### src/rtl/irq_prio_ctrl.sv
module irq_prio_ctrl #(
  parameter int          NSRC    = 6,
  parameter logic [15:0] VEC_TOP = 16'hFFFE
) (
  input  logic            clk,
  input  logic            rst_n,
  input  logic [NSRC-1:0] src_req,
  input  logic [NSRC-1:0] halt_cap,
  input  logic [1:0]      lp_mode,
  input  logic            insn_end,
  input  logic            trap_req,
  input  logic            iret,
  input  logic            mask_clr,
  output logic            imask,
  output logic            svc_req,
  output logic [15:0]     svc_vec,
  output logic [NSRC-1:0] svc_ack,
  output logic            pop_ctx,
  output logic            wake
);

  localparam logic [15:0] TRAP_VEC = VEC_TOP - 16'd2;
  localparam logic [15:0] SRC_BASE = VEC_TOP - 16'd4;

  logic [NSRC-1:0] pend;
  logic [NSRC-1:0] win_oh;
  logic [15:0]     win_vec;

  always_comb begin
    win_oh  = '0;
    win_vec = SRC_BASE;
    for (int i = NSRC - 1; i >= 0; i--) begin
      if (pend[i]) begin
        win_oh  = '0;
        win_oh[i] = 1'b1;
        win_vec = SRC_BASE - 16'(2 * i);
      end
    end
  end

  wire take_trap = insn_end && trap_req;
  wire take_hw   = insn_end && !trap_req && !iret && !imask && (|pend);
  wire [NSRC-1:0] clr = take_hw ? win_oh : '0;

  always_ff @(posedge clk or negedge rst_n) begin
    if (!rst_n) begin
      pend    <= '0;
      imask   <= 1'b1;
      svc_req <= 1'b0;
      svc_vec <= VEC_TOP;
      svc_ack <= '0;
      pop_ctx <= 1'b0;
    end else begin
      pend    <= (pend & ~clr) | src_req;
      svc_req <= take_trap || take_hw;
      svc_ack <= clr;
      pop_ctx <= iret;
      if (iret || mask_clr) imask <= 1'b0;
      if (take_trap) begin
        imask   <= 1'b1;
        svc_vec <= TRAP_VEC;
      end else if (take_hw) begin
        imask   <= 1'b1;
        svc_vec <= win_vec;
      end
    end
  end

  wire any_en  = !imask && (|pend);
  wire halt_en = !imask && (|(pend & halt_cap));

  assign wake = (lp_mode == 2'd1) ? any_en :
                (lp_mode == 2'd2) ? halt_en : 1'b0;

  a_r4_entry_sets_mask: assert property (@(posedge clk) disable iff (!rst_n)
    svc_req |-> imask);

  a_r10_ack_onehot: assert property (@(posedge clk) disable iff (!rst_n)
    $onehot0(svc_ack));

  a_r1_masked_blocks_hw: assert property (@(posedge clk) disable iff (!rst_n)
    (svc_ack != '0) |-> !$past(imask));

  a_r6_lowest_first: assert property (@(posedge clk) disable iff (!rst_n)
    (svc_ack != '0) |-> (($past(pend) & (svc_ack - 1'b1)) == '0));

  a_r5_return_unmasks: assert property (@(posedge clk) disable iff (!rst_n)
    pop_ctx |-> (!imask && !svc_req));

  a_r9_halt_wake_cap: assert property (@(posedge clk) disable iff (!rst_n)
    (lp_mode == 2'd2 && wake) |-> ((pend & halt_cap) != '0));

  a_r8_entry_at_boundary: assert property (@(posedge clk) disable iff (!rst_n)
    svc_req |-> $past(insn_end));

endmodule

### config.mk
export PLATFORM = sky130hd
export DESIGN_NAME = irq_prio_ctrl
export DESIGN_NICKNAME = d
export VERILOG_FILES = /design/src/rtl/irq_prio_ctrl.sv
export SDC_FILE = /design/constraint.sdc
export NUM_CORES = 1
export LEC_CHECK = 0
export ABC_AREA = 1
export CORE_MARGIN = 1
export CORE_UTILIZATION = 39
export CTS_BUF_LIST = sky130_fd_sc_hd__clkbuf_16
export DETAILED_ROUTE_END_ITERATION = 8
export PLACE_DENSITY = 0.87
export SETUP_SLACK_MARGIN = 0.5
export SYNTH_ARGS = -nofsm -noshare
export SYNTH_HDL_FRONTEND = slang
export SYNTH_SLANG_ARGS = --single-unit
### constraint.sdc
create_clock -name clk -period 1.3 [get_ports clk]
set_input_delay 0.26 -clock clk [delete_from_list [all_inputs] [get_ports clk]]
set_output_delay 0.26 -clock clk [all_outputs]
set_load 0.03 [all_outputs]
==> flow_summary.json <==
{
  "crit_path_max_fanout": 3,
  "worstPathRequired_ns": 1.04,
  "clk_path_buf_depth": 2,
  "multiInputGateArea_um2": 457,
  "fill_cells": 145,
  "overflow": 0,
  "crit_path_end_kind": "output pin",
  "r2r_slack_ns": -0.11,
  "gr-usage-all-layers": 0.240,
  "worstPathCellList": "inv_2 > nand2_4 > nor2_4 > nand2_4 > nand4_1 > nand2_2 > buf_6",
  "wl_per_cell_um": 16.1,
  "setup_viol": 11,
  "grt_antenna_before_repair": 0,
  "synth.distinct_cells": 19,
  "dp_hpwl_um": 1680,
  "p_per_area_mw_per_mm2": 948,
  "io_pins": 46,
  "synth.avg_cell_area_um2": 8.31,
  "ys_top_cells_by_area": "dfrtp_1, nand2_1, dfstp_2, buf_4, inv_1",
  "antenna_left": 0,
  "cts-root-buf": "clkbuf_16",
  "cp_num_cells": 7,
  "fin_crit_ns": 1.62,
  "finalCritPeriodShare": 1.25,
  "grt_pass1_vias": 950,
  "ys_seq_area_frac": 0.481,
  "die_area_mm2": 0.00263,
  "nets": 198,
  "status": "finished with violations",
  "synth_edf_count": 0,
  "die_y_um": 51.3,
  "yosysMostFrequentCell": "nand2_1",
  "htreeDepth": 1,
  "area_delta_synth_final_pct": 77.7,
  "drc": 0,
  "slowest_delay_ns": 0.43,
  "fin_ws_ns": -0.324,
  "dr.first_iter.drc_count": 39,
  "clock_skew_ns": 0.00151,
  "cts_tree": "yes",
  "dpl_worst_slack_ns": -0.231,
  "cp_top_family": "simple AND/OR/NAND/NOR gates",
  "power_w": 0.00160,
  "crit_top_cell": "nand2_4",
  "insertion_delay_ns": 0.25,
  "ff2ff_path_depth": 9,
  "cts_made_buffers": 3,
  "synthFlopType": "dfrtp_1",
  "vias": 982,
  "mappedNetlistArea_um2": 947,
  "yosys.area.top_type": "dfrtp_1",
  "hold_class": "primary input to register",
  "cts_sinks": 18,
  "dr.pass1.iters": 4,
  "grt_pass1_wl_um": 4370,
  "routed_wl_um": 3310,
  "path_clk_slew_ns": 0.05,
  "yosysTopAreaCellShare": 0.370,
  "antennaDiodeCount": 0,
  "drive_gt1_frac": 0.452,
  "cp-start-kind": "register",
  "netlist_top_cells_count": "nand2_1, dfrtp_1, inv_1, buf_4, nor2_1",
  "cp_slowest_cell": "dfrtp_1",
  "synthCells": 114,
  "slew_violations": 0,
  "path_buf_inv": 2,
  "portBuffers": 32,
  "place_congestion": 0.867,
  "core_area_mm2": 0.00225,
  "arrival_ns": 1.36,
  "async_reset_ff_frac": 1.00,
  "yosys_warnings": 0,
  "grt_max_degree": 19,
  "r2r_start": "pend[0]$_DFF_PN0_",
  "power.leakage_nw": 0.934,
  "violations": "setup timing",
  "max_freq_ghz": 0.616,
  "row_count": 17,
  "worstSetupPathType": "register to output pin",
  "avgViaCountPerCell": 4.79,
  "rsz0062_at_grt": "true",
  "register_area_um2": 455,
  "hold_viol": 0,
  "endpoint": "wake",
  "start_util": 0.420,
  "synth_seq_cells": 18,
  "r2r-end": "pend[5]$_DFF_PN0_",
  "die_w_um": 51.3,
  "critPathLaunch": "pend[0]$_DFF_PN0_",
  "drv_cap": 0,
  "vdd.ir_drop.worst_mv": 0.725
}
-- flip-flops by register name, summed over array words and instances, names as in the netlist --
name and count:
pend 6, svc_ack 6, svc_vec 3, imask 1
pop_ctx 1, svc_req 1
-- layout make-up --
type,instances,area share
Timing Repair Buffer,61,0.348
Multi-Input combinational cell,76,0.271
Sequential cell,18,0.271
Clock buffer,3,0.0446
Inverter,18,0.0424
Tap cell,28,0.0208
Clock inverter,1,0.00223
-- how the worst min path moves through the flow --
stage,startpoint,to,slack [ns],cells after the start
after global placement,svc_vec[1]$_DFFE_PN1P_,svc_vec[1]$_DFFE_PN1P_,0.46,2
after floorplan,rst_n,pend[0]$_DFF_PN0_,-0.04,0
after CTS,iret,pop_ctx$_DFF_PN0_,0.29,1
after detailed placement,svc_vec[1]$_DFFE_PN1P_,svc_vec[1]$_DFFE_PN1P_,0.47,2
after global routing,iret,pop_ctx$_DFF_PN0_,0.29,1
final,iret,pop_ctx$_DFF_PN0_,0.29,1
-- per-layer routing --
metal / share of wire / track usage / vias up
met1: 0.39 / 0.262 / 473
met2: 0.52 / 0.423 / 52
li1: - / - / 445
met4: 0.032 / 0.113 / 0
met3: 0.052 / 0.0685 / 12
met5: 0 / 0 / -
-- stage by stage --
step / instance area [µm²] / cells / TNS [ns] / utilization / hold slack (ns)
final: 1680 / 205 / -0.937 / 0.746 / 0.289
after global routing: 1680 / 205 / -1.24 / 0.746 / 0.295
after floorplan: 996 / 125 / 0 / - / -0.0356
after global placement: 1320 / 182 / -1.62 / 0.584 / 0.462
after detailed placement: 1320 / 182 / -2.27 / 0.584 / 0.472
after CTS: 1580 / 199 / -0.240 / 0.699 / 0.293
-- layout by cell type (no fill, tap or decap), types with 4 or more instances in the layout --
cell type and count:
buf_4 22, buf_6 19, clkdlybuf4s50_1 16, conb_1 13, dfrtp_1 14, dfstp_2 4, inv_1 10, inv_2 6
nand2_1 25, nand2_2 5, nand2_4 6, nand4_1 4, nor2_1 5
-- timing repair --
item,CTS,global route
endpoints found under the setup margin,30,30
setup buffers,13,6
hold buffers,0,0
gates cloned,0,0
pin swaps,10,11
resized for setup,79,16
-- where the power goes --
part           switching, W  leakage (nW)  total (W)  internal, W
logic              0.000204         0.693   0.000365     0.000161
registers         0.0000179         0.203   0.000609     0.000591
clock network      0.000212        0.0385   0.000621     0.000409
-- kinds of logic after synthesis --
| group | Yosys count | share of synthesized area |
|---|---|---|
| simple gates | 59 | 0.308 |
| flops | 18 | 0.481 |
| compound gates | 4 | 0.0291 |
| other cells | 2 | 0.00793 |
| buf+inv | 31 | 0.174 |
(Power assumes the default switching activity.)
